### src/rtl/backcur_pkg.sv
package backcur_pkg;

    typedef enum logic [1:0] {
        ST_ARMED    = 2'd0,
        ST_QUALIFY  = 2'd1,
        ST_BLANK    = 2'd2
    } bc_state_e;

endpackage

### src/rtl/backcur_tick_count.sv
module backcur_tick_count #(
    parameter int WIDTH = 6
) (
    input  logic             clk,
    input  logic             rst_n,
    input  logic             clr,
    input  logic             inc,
    output logic [WIDTH-1:0] count
);

    always_ff @(posedge clk or negedge rst_n) begin
        if (!rst_n) begin
            count <= '0;
        end else if (clr) begin
            count <= '0;
        end else if (inc) begin
            count <= count + 1'b1;
        end
    end

endmodule

### src/rtl/backcur_fsm.sv
module backcur_fsm
    import backcur_pkg::*;
#(
    parameter int QUAL_MS = 2,
    parameter int OFF_MS  = 50,
    parameter int CNT_W   = 6
) (
    input  logic             clk,
    input  logic             rst_n,
    input  logic             ms_tick,
    input  logic             rev_flag,
    input  logic [CNT_W-1:0] count,
    output logic             cnt_clr,
    output logic             cnt_inc,
    output bc_state_e        state,
    output logic             out_en,
    output logic             bc_fault
);

    localparam logic [CNT_W-1:0] QUAL_LAST = CNT_W'(QUAL_MS);
    localparam logic [CNT_W-1:0] OFF_LAST  = CNT_W'(OFF_MS - 1);

    bc_state_e nxt;

    // state register
    always_ff @(posedge clk or negedge rst_n) begin
        if (!rst_n) begin
            state <= ST_ARMED;
        end else begin
            state <= nxt;
        end
    end

    // transitions and counter control
    always_comb begin
        nxt     = state;
        cnt_clr = 1'b0;
        cnt_inc = 1'b0;
        unique case (state)
            ST_ARMED: begin
                cnt_clr = 1'b1;
                if (rev_flag) begin
                    nxt = ST_QUALIFY;              // flag seen
                end
            end
            ST_QUALIFY: begin
                if (!rev_flag) begin
                    nxt     = ST_ARMED;            // flag dropped
                    cnt_clr = 1'b1;
                end else if (ms_tick) begin
                    if (count == QUAL_LAST) begin
                        nxt     = ST_BLANK;        // fault qualified
                        cnt_clr = 1'b1;
                    end else begin
                        cnt_inc = 1'b1;
                    end
                end
            end
            ST_BLANK: begin
                if (ms_tick) begin
                    if (count == OFF_LAST) begin
                        nxt     = ST_ARMED;        // blank expired
                        cnt_clr = 1'b1;
                    end else begin
                        cnt_inc = 1'b1;
                    end
                end
            end
            default: begin
                nxt     = ST_ARMED;
                cnt_clr = 1'b1;
            end
        endcase
    end

    // outputs
    always_comb begin
        unique case (state)
            ST_BLANK: begin
                out_en   = 1'b0;
                bc_fault = 1'b1;
            end
            default: begin
                out_en   = 1'b1;
                bc_fault = 1'b0;
            end
        endcase
    end


    blank_entry_on_tick_chk: assert property (@(posedge clk) disable iff (!rst_n)
        $rose(bc_fault) |-> $past(ms_tick));


    blank_exit_on_tick_chk: assert property (@(posedge clk) disable iff (!rst_n)
        $fell(bc_fault) |-> $past(ms_tick));


    blank_needs_flag_chk: assert property (@(posedge clk) disable iff (!rst_n)
        $rose(bc_fault) |-> $past(rev_flag));


    blank_holds_chk: assert property (@(posedge clk) disable iff (!rst_n)
        (state == ST_BLANK && !ms_tick) |=> (state == ST_BLANK));


    blank_expiry_chk: assert property (@(posedge clk) disable iff (!rst_n)
        (state == ST_BLANK && ms_tick && count == OFF_LAST) |=> (state == ST_ARMED));

endmodule

### src/rtl/backcur_retry.sv
module backcur_retry
    import backcur_pkg::*;
#(
    parameter int QUAL_MS = 2,
    parameter int OFF_MS  = 50
) (
    input  logic clk,
    input  logic rst_n,
    input  logic ms_tick,
    input  logic rev_flag,
    output logic out_en,
    output logic bc_fault
);

    localparam int CNT_TOP = (QUAL_MS > OFF_MS - 1) ? QUAL_MS : OFF_MS - 1;
    localparam int CNT_W   = (CNT_TOP < 1) ? 1 : $clog2(CNT_TOP + 1);

    logic [CNT_W-1:0] count;
    logic             cnt_clr;
    logic             cnt_inc;
    bc_state_e        state;

    backcur_tick_count #(.WIDTH(CNT_W)) u_count (
        .clk   (clk),
        .rst_n (rst_n),
        .clr   (cnt_clr),
        .inc   (cnt_inc),
        .count (count)
    );

    backcur_fsm #(.QUAL_MS(QUAL_MS), .OFF_MS(OFF_MS), .CNT_W(CNT_W)) u_fsm (
        .clk      (clk),
        .rst_n    (rst_n),
        .ms_tick  (ms_tick),
        .rev_flag (rev_flag),
        .count    (count),
        .cnt_clr  (cnt_clr),
        .cnt_inc  (cnt_inc),
        .state    (state),
        .out_en   (out_en),
        .bc_fault (bc_fault)
    );


    count_bound_chk: assert property (@(posedge clk) disable iff (!rst_n)
        count <= CNT_W'(CNT_TOP));


    armed_count_clear_chk: assert property (@(posedge clk) disable iff (!rst_n)
        (state == ST_QUALIFY && !rev_flag) |=> (count == '0 && out_en));

endmodule

### config.mk
export PLATFORM = sky130hd
export DESIGN_NAME = backcur_retry
export DESIGN_NICKNAME = d
export VERILOG_FILES = /design/src/rtl/backcur_pkg.sv /design/src/rtl/backcur_tick_count.sv /design/src/rtl/backcur_fsm.sv /design/src/rtl/backcur_retry.sv
export SDC_FILE = /design/constraint.sdc
export NUM_CORES = 1
export LEC_CHECK = 0
export BUFFER_PORTS_ARGS = -buffer_cell sky130_fd_sc_hd__buf_2
export CAP_MARGIN = 20
export CORE_ASPECT_RATIO = 1.25
export CORE_MARGIN = 4
export CORE_UTILIZATION = 35
export CTS_CLUSTER_DIAMETER = 100
export DETAILED_ROUTE_END_ITERATION = 12
export HOLD_SLACK_MARGIN = 0.06
export PLACE_DENSITY = 0.51
export SLEW_MARGIN = 20
export SYNTH_ARGS = -nofsm -noshare
export SYNTH_HDL_FRONTEND = slang
export SYNTH_SLANG_ARGS = --single-unit
### constraint.sdc
create_clock -name clk -period 1.5 [get_ports clk]
set_input_delay 0.15 -clock clk [delete_from_list [all_inputs] [get_ports clk]]
set_output_delay 0.15 -clock clk [all_outputs]
set_load 0.1 [all_outputs]
======== After elaboration in Yosys (flattened, before gate mapping) ========
Cells that the tools add are included.
storage, ports and cells
  input port bits ......................... 4
  word-level logic and storage cells ...... 38
  flip-flop bits (word level) ............. 8
  output and inout bits ................... 2
cells by class
  add/subtract/negate cells ............... 1
  reductions and logical operators ........ 3
  eq/ne operators ......................... 9
  mux-type cells .......................... 23
operators by type and width
  operator             number
  $mux 1               12
  $mux 2               6
  $mux 6               2
  $add 6x1->6 const B  1
  $eq 6x2->1 const B   1
  $eq 6x6->1 const B   1
  $pmux 2 s3           1
  $reduce_and 5->1     1
  $ne 2x2->1 const B   2
  $pmux 1 s2           2
  $ne 3x2->1 const B   1
  $ne 3x3->1 const B   1
  $eq 2x1->1 const B   1
  $eq 2x2->1 const B   1
  $logic_not 2->1      1
  $ne 2x1->1 const B   1
  $reduce_bool 2->1    1

======== Depth between registers and ports, before layout ========
Gate-level depths: netlist (run 1).
  word-level depth ........................ 7
  depth in mapped cells ................... 6
  gate-level depth less buffers ........... 6

======== By module ========
From an unflattened synthesis (run 1), not the netlist that was laid out.
unflattened totals
  cell total of the unflattened synthesis .. 52
  area, all modules ....................... 520.5 um2
by module, submodules not included
  module              instances  cells an instance  sequential area each (um2)  area an instance (um2)
  backcur_tick_count  1          24                 150.1                       269.0
  backcur_fsm         1          28                 50.0                        251.5

======== Worst setup path before layout (run 1) ========
No wires, ideal clock.
  path kind ............................... reg2reg
  from .................................... register u_fsm.state[0]
  to ...................................... register u_fsm.state[0]
  arrival ................................. 2802 ps
  library setup time ...................... 128 ps
  buffers on the path ..................... 0
  path slack .............................. -1429 ps
  clock period less this slack ............ 2929 ps
  required time ........................... 1372 ps
  stages on the path, launching flop included .. 7
  cell sequence ........................... dfrtp_1 inv_1 ha_1 inv_1 o2bb2ai_1 a311oi_2 mux2_1
on the way
  word-level cells in the longest chain between the ends .. 3
  elaborated cells on any way between the ends .. 10
  classes of those cells .................. eq/ne (7); mux (1); reduce/logical (2)
RTL lines
  element                                              RTL line           text
  start: declaration                                   backcur_fsm.sv:15  output bc_state_e state,
  start signal: assignment                             backcur_fsm.sv:30  state <= nxt;
  $eq 2x1->1 (tied with other cells)                   backcur_fsm.sv:39  unique case (state)
  $ne 3x2->1 (no source line) (tied with other cells)  -
  $reduce_and 5->1 (no source line)                    -
Parallel ways exist; a longest one is shown, timed or not.
A chain may end at the register's enable or synchronous reset.

======== Worst setup path in the final report (run 1) ========
  from .................................... register u_count.count[1]
  to ...................................... register u_fsm.state[0]
on the way
  word-level cells in the longest chain between the ends .. 3
  elaborated cells on any way between the ends .. 5
  classes of those cells .................. eq/ne (4); reduce/logical (1)
RTL lines
  element                                                           RTL line                              text
  start: declaration                                                backcur_tick_count.sv:8               output logic [WIDTH-1:0] count
  start signal: assignment                                          backcur_tick_count.sv:17              count <= count + 1'b1;
  $eq 6x2->1 / $eq 6x6->1 (equally long branches)                   backcur_fsm.sv:51, backcur_fsm.sv:61
  $ne 3x2->1 (no source line) / $ne 2x1->1 (equally long branches)  -
  $reduce_and 5->1 (no source line) (*)                             -
Every way passes the cells marked *; elsewhere a longest branch is shown, timed or not.

==> results of run 1 <==
-- area by class of cell --
class / instances / area, sq um / area share
clock buffer: 3 / 22.52 / 0.01998
inverter: 9 / 37.54 / 0.03330
multi-input combinational: 52 / 541.8 / 0.4806
sequential: 8 / 200.2 / 0.1776
tap: 19 / 23.77 / 0.02109
timing repair buffer: 37 / 301.5 / 0.2675
-- sequential cells by signal, summed over array words and instances, names as in the netlist --
register       count
u_count.count      6
u_fsm.state        2
-- power groups by stage --
stage | sequential, mW | combinational [mW] | clock [mW]
after floorplan | 0.274 | 0.356 | 0
after global placement | 0.273 | 0.579 | 0
after detailed placement | 0.275 | 0.585 | 0
after CTS | 0.269 | 0.711 | 0.181
after global routing | 0.281 | 0.859 | 0.196
final | 0.276 | 0.791 | 0.175
-- cells by family (layout without fill, tap and decap cells) --
family | after synthesis | in the layout | share of synthesized area
mux | 3 | 3 | 0.04808
xor+xnor | 2 | 2 | 0.02693
flops | 8 | 8 | 0.3077
buf+inv | 10 | 49 | 0.06923
simple gates | 19 | 19 | 0.1596
compound gates | 21 | 21 | 0.2538
fa+ha+maj | 7 | 7 | 0.1346
-- how the worst min path moves through the flow --
stage               startpoint  depth (start not counted)  slack, ps               end
floorplan                rst_n                          0       -150  u_count.count[0]
global placement         rst_n                          1          9  u_count.count[3]
detailed placement       rst_n                          1          9  u_count.count[4]
CTS                      rst_n                          2        250  u_count.count[4]
global route             rst_n                          2        260  u_count.count[4]
finish                   rst_n                          2        250  u_count.count[4]
-- through the flow --
step | cells | hold slack [ps]
final | 128 | 250.1
after global routing | 128 | 262.9
after CTS | 127 | 250.0
after detailed placement | 117 | 9.417
after global placement | 117 | 8.866
after floorplan | 70 | -145.6
-- placed cells by master, fill, tap and decap left out, types with 3 or more instances in the layout --
master,count
buf_2,3
ha_4,3
o211ai_1,4
ha_1,4
clkbuf_4,3
inv_1,5
dfrtp_1,8
o21a_1,3
nand2_1,3
inv_2,3
buf_4,30
nor2_1,4
-- worst max-delay path, cell delays in order, from the launching register on --
cell and delay [ps]:
dfrtp_1 430, inv_2 90, ha_4 130, nand3_2 80, o21a_1 210, a311oi_2 250, mux2_1 340
-- timing repair --
action | 4_1_cts | 5_1_grt
hold buffers | 1 | 0
endpoints found under the hold margin | 8 | 0
pin swaps | 6 | 5
resized for setup | 12 | 10
setup endpoints to repair | 9 | 9
setup buffers | 6 | 1
-- per-layer routing --
layer	global-route usage	routed length [um]
met3	0.02913	89
met5	0	0
met4	0.06098	24
met1	0.2063	854
met2	0.2382	939
==> metrics.yaml, run 1 <==
status: "complete, but fails checks"
violations: "setup timing"
seqPwrFrac: 0.222
drv_cap: 0
slew_viol_final: 0
fin_crit_sh: 1.079
synthTopCellsByArea: "dfrtp_1 (31%), ha_1 (13%), inv_1 (5.2%)"
critical_path_class: "flip-flop to flip-flop"
cts_buffers: 3
leakagePower_nw: 0.4786
fin_util: 0.6386
num_io_pins: 6
crit_fanout: 3
syn_to_final_growth_pct: 73.27
setup_violations: 8
vias: 707
grt_pass1_wl_um: 2925
dieWidth_um: 46.57
antenna_left: 0
p_switching_uw: 496.5
crit_required_ps: 1650
drt-vias-per-instance: 5.523
yosysSeqAreaShare: 0.3077
crit_path_end_kind: "flip-flop"
cp-startpoint: "u_count.count[1]"
p_clk_frac: 0.141
cts_buffer_depth: 2
fin_area_sq_um: 1127
drive_gt1_frac: 0.5688
r2r_start: "u_count.count[1]"
port_buffers: 5
synth-seq-cells: 8
rsz0062_at_grt: "yes"
rrSetupSlack_ps: -120
totalPowerFinal_mw: 1.242
grt_max_degree: 9
fin_setup_tns_ps: -507.3
fmax_mhz: 617.6
htreeDepth: 1
relSlewSlack: 0.8022
setup_slack_ps: -119.2
syn_nets: 81
die_h_um: 56.21
yosysMostFrequentCell: "inv_1"
synth_common_cells: "inv_1 (9), dfrtp_1 (8), ha_1 (7)"
skew_ps: 12.08
powerDensity_nw_per_um2: 1102
r2r-end: "u_fsm.state[0]"
synth_warnings: 0
num_rows: 17
rr_worst_depth: 6
syn_area_sq_um: 650.6
synth_top_area_frac: 0.3077
dieArea_sq_um: 2617
drcViolationCount: 0
swShare: 0.3996
irDropWorstVdd_uv: 544.6
synth_cells: 70
hpwl_um: 1348
p_int_uw: 746.0
drtPass1Iterations: 5
period_needed_ps: 1619
start_kind: "flip-flop"
synth_area_leader_cell: "dfrtp_1"
comb_power_share: 0.637
avgSynthCellArea_sq_um: 9.295
cts.sinks: 8
worst_pin_slew_ps: 294.4
synth_top_flop_cell: "dfrtp_1"
initial_core_util: 0.3685
synth-edff-count: 0
drt-wirelength-per-cell_um: 14.91
grt_use_total: 0.1549
finalHoldViolations: 0
cts_tree: "yes"
synth_cell_types: 30
hold_class: "primary input to asynchronous set/reset pin"
totalWireLength_um: 1908
nNetsFinal: 122
grt_overflow: 0
grt_pass1_vias: 671
core_area_sq_um: 1765
synthArstFlopShare: 1.000
antenna_found_initial: 0
gp_congestion: 0.7605
nFillCells: 143
drt_iter0_drc: 16
insertion_delay_ps: 260
cts_root_buf: "clkbuf_4"
n_antenna_cell: 0
worstPathArrival_ps: 1770
cts.clk_slew.worst_paths_ps: 60
place_ws_ps: -219.8
endpoint: "u_fsm.state[0]"
place_area_sq_um: 928.4
Note: power is estimated with default switching activity, not from simulation.
==> run 2: changes to the inputs <==
--- a/config.mk
+++ b/config.mk
@@ -13,7 +13,7 @@
 export CTS_CLUSTER_DIAMETER = 100
 export DETAILED_ROUTE_END_ITERATION = 12
 export HOLD_SLACK_MARGIN = 0.06
-export PLACE_DENSITY = 0.51
+export PLACE_DENSITY = 0.5
 export SLEW_MARGIN = 20
 export SYNTH_ARGS = -nofsm -noshare
 export SYNTH_HDL_FRONTEND = slang
==> run 2 against run 1 <==
The run still ends with setup timing left. Final area unchanged. Count of clock-buffer cells in the layout unchanged. Clock power about the same.
==> metrics.yaml, run 2 (synthesized netlist as in run 1, its figures left out) <==
num_rows: 17  # unchanged
rrSetupSlack_ps: -170  # -50 ps
crit_required_ps: 1640  # about the same
antenna_left: 0  # unchanged
die_h_um: 56.21  # unchanged
finalHoldViolations: 0  # unchanged
rr_worst_depth: 6  # unchanged
port_buffers: 5  # unchanged
final_cells: 125  # -2.3%
vias: 683  # -3.4%
worstPathArrival_ps: 1820  # +50 ps
r2r-end: "u_fsm.state[0]"
fin_setup_tns_ps: -322.2  # +185.0 ps
cts.clk_slew.worst_paths_ps: 60  # about the same
nFillCells: 143  # unchanged
endpoint: "u_fsm.state[0]"
cp-startpoint: "u_count.count[0]"
initial_core_util: 0.3685  # unchanged
gp_congestion: 0.8189  # +7.7%
crit_chain: "buf_4 > ha_4 > nand3_2 > o21a_1 > a311oi_2 > mux2_1"
fmax_mhz: 598.5  # -3.1%
cts_root_buf: "clkbuf_4"
core_area_sq_um: 1765  # unchanged
grt_pass1_wl_um: 2780  # -5.0%
rsz0062_at_grt: "yes"
drv_cap: 0  # unchanged
dieWidth_um: 46.57  # unchanged
hpwl_um: 1162  # -14%
largest_reg_flops: 6  # unchanged
slew_viol_final: 0  # unchanged
crit_path_end_kind: "flip-flop"
powerDensity_nw_per_um2: 1125  # +2.1%
totalWireLength_um: 1712  # -10%
antenna_found_initial: 0  # unchanged
cts.sinks: 8  # unchanged
final_common_cell: "buf_4"
totalPowerFinal_mw: 1.268  # +2.1%
worst_pin_slew_ps: 301.4  # +6.980 ps
htreeDepth: 1  # unchanged
fin_crit_sh: 1.114  # +0.03448
biggestRegsByFlops: "u_count.count: 6 flops, u_fsm.state: 2 flops"
crit_fanout: 3  # unchanged
cp_slowest_cell: "dfrtp_1"
drt-vias-per-instance: 5.464  # -1.1%
dieArea_sq_um: 2617  # unchanged
grt_max_degree: 9  # unchanged
slowest_delay_ps: 380  # -50 ps
skew_ps: 1.420  # -10.66 ps
n_antenna_cell: 0  # unchanged
final_cell_mix: "buf_4 (26), dfrtp_1 (8), inv_1 (5)"
drt-wirelength-per-cell_um: 13.70  # -8.1%
grt_overflow: 0  # unchanged
setup_violations: 4  # -4
nNetsFinal: 119  # -2.5%
relSlewSlack: 0.7991  # -0.003144
cts_tree: "yes"
irDropWorstVdd_uv: 616.5  # +13%
critical_path_class: "flip-flop to flip-flop"
drt_iter0_drc: 13  # -3
drtPass1Iterations: 4  # -1
period_needed_ps: 1671  # +51.73 ps
grt_use_total: 0.1474  # -0.007559
cts_buffers: 3  # unchanged
drcViolationCount: 0  # unchanged
syn_to_final_growth_pct: 73.27  # unchanged
dp.cells: 111  # -5.1%
grt_pass1_vias: 649  # -3.3%
status: "complete, but fails checks"
num_io_pins: 6  # unchanged
setup_slack_ps: -170.9  # -51.73 ps
violations: "setup timing"
top_register: "u_count.count"
leakagePower_nw: 0.4597  # -3.9%
drive_gt1_frac: 0.5755  # +0.006664
start_kind: "flip-flop"
hold_class: "primary input to asynchronous set/reset pin"
r2r_start: "u_count.count[0]"
insertion_delay_ps: 260  # about the same
cts_buffer_depth: 2  # unchanged
run 2: area by class of cell:
class	count	area (sq um)	area share
timing repair buffer	34	282.8	0.2508
clock buffer	3	22.52	0.01998
tap	19	23.77	0.02109
sequential	8	200.2	0.1776
inverter	9	37.54	0.03330
multi-input combinational	52	560.5	0.4972
run 2: metrics by stage:
| step | hold slack, ps | instance area, sq um | util | setup slack (ps) |
|---|---|---|---|---|
| 3_3_place_gp | 9.131 | 883.3 | 0.5004 | -266.9 |
| 4_1_cts | 244.0 | 1075 | 0.6088 | -121.7 |
| 2_1_floorplan | -145.6 | 680.7 | - | -654.1 |
| 6_report | 258.7 | 1127 | 0.6386 | -170.9 |
| 3_5_place_dp | 8.473 | 883.3 | 0.5004 | -256.3 |
| 5_1_grt | 281.4 | 1127 | 0.6386 | -268.7 |
run 2: where the power goes:
group	leakage (nW)	total, mW	internal [mW]	switching, mW
Sequential	0.109	0.275	0.246	0.0296
Combinational	0.337	0.821	0.445	0.376
Clock	0.0138	0.172	0.0920	0.0803
Total	0.460	1.27	0.783	0.486
run 2: worst min-delay path by stage:
stage,start,endpoint,slack [ps],cells after the start
after floorplan,rst_n,u_count.count[0],-150,0
after global placement,rst_n,u_count.count[3],9,1
after detailed placement,rst_n,u_count.count[3],8,1
after CTS,ms_tick,u_count.count[1],240,2
after global routing,ms_tick,u_count.count[1],280,2
final,rst_n,u_count.count[3],260,2
run 2: timing repair:
item / in CTS / in global routing
gates resized for setup: 18 / 8
buffers inserted: 10 / 1
hold buffers: 1 / 0
endpoints found under the hold margin: 8 / 0
setup endpoints to repair: 7 / 9
pin swaps: 8 / 6
run 2: layer usage:
metal	wire length (um)	track usage	up-vias
li1	-	-	331
met1	743	0.1861	330
met2	857	0.2283	17
met3	74	0.02913	5
met4	36	0.07317	0
met5	0	0	-
run 2: worst max-delay path, delay by kind of cell (launching register included):
kind,cells,cell delay (ps)
adder cells (fa/ha/maj),1,140
AO/OA/AOI/OAI,2,490
multiplexers,1,340
flip-flops,1,380
buffers and inverters,1,140
AND/OR/NAND/NOR,1,80
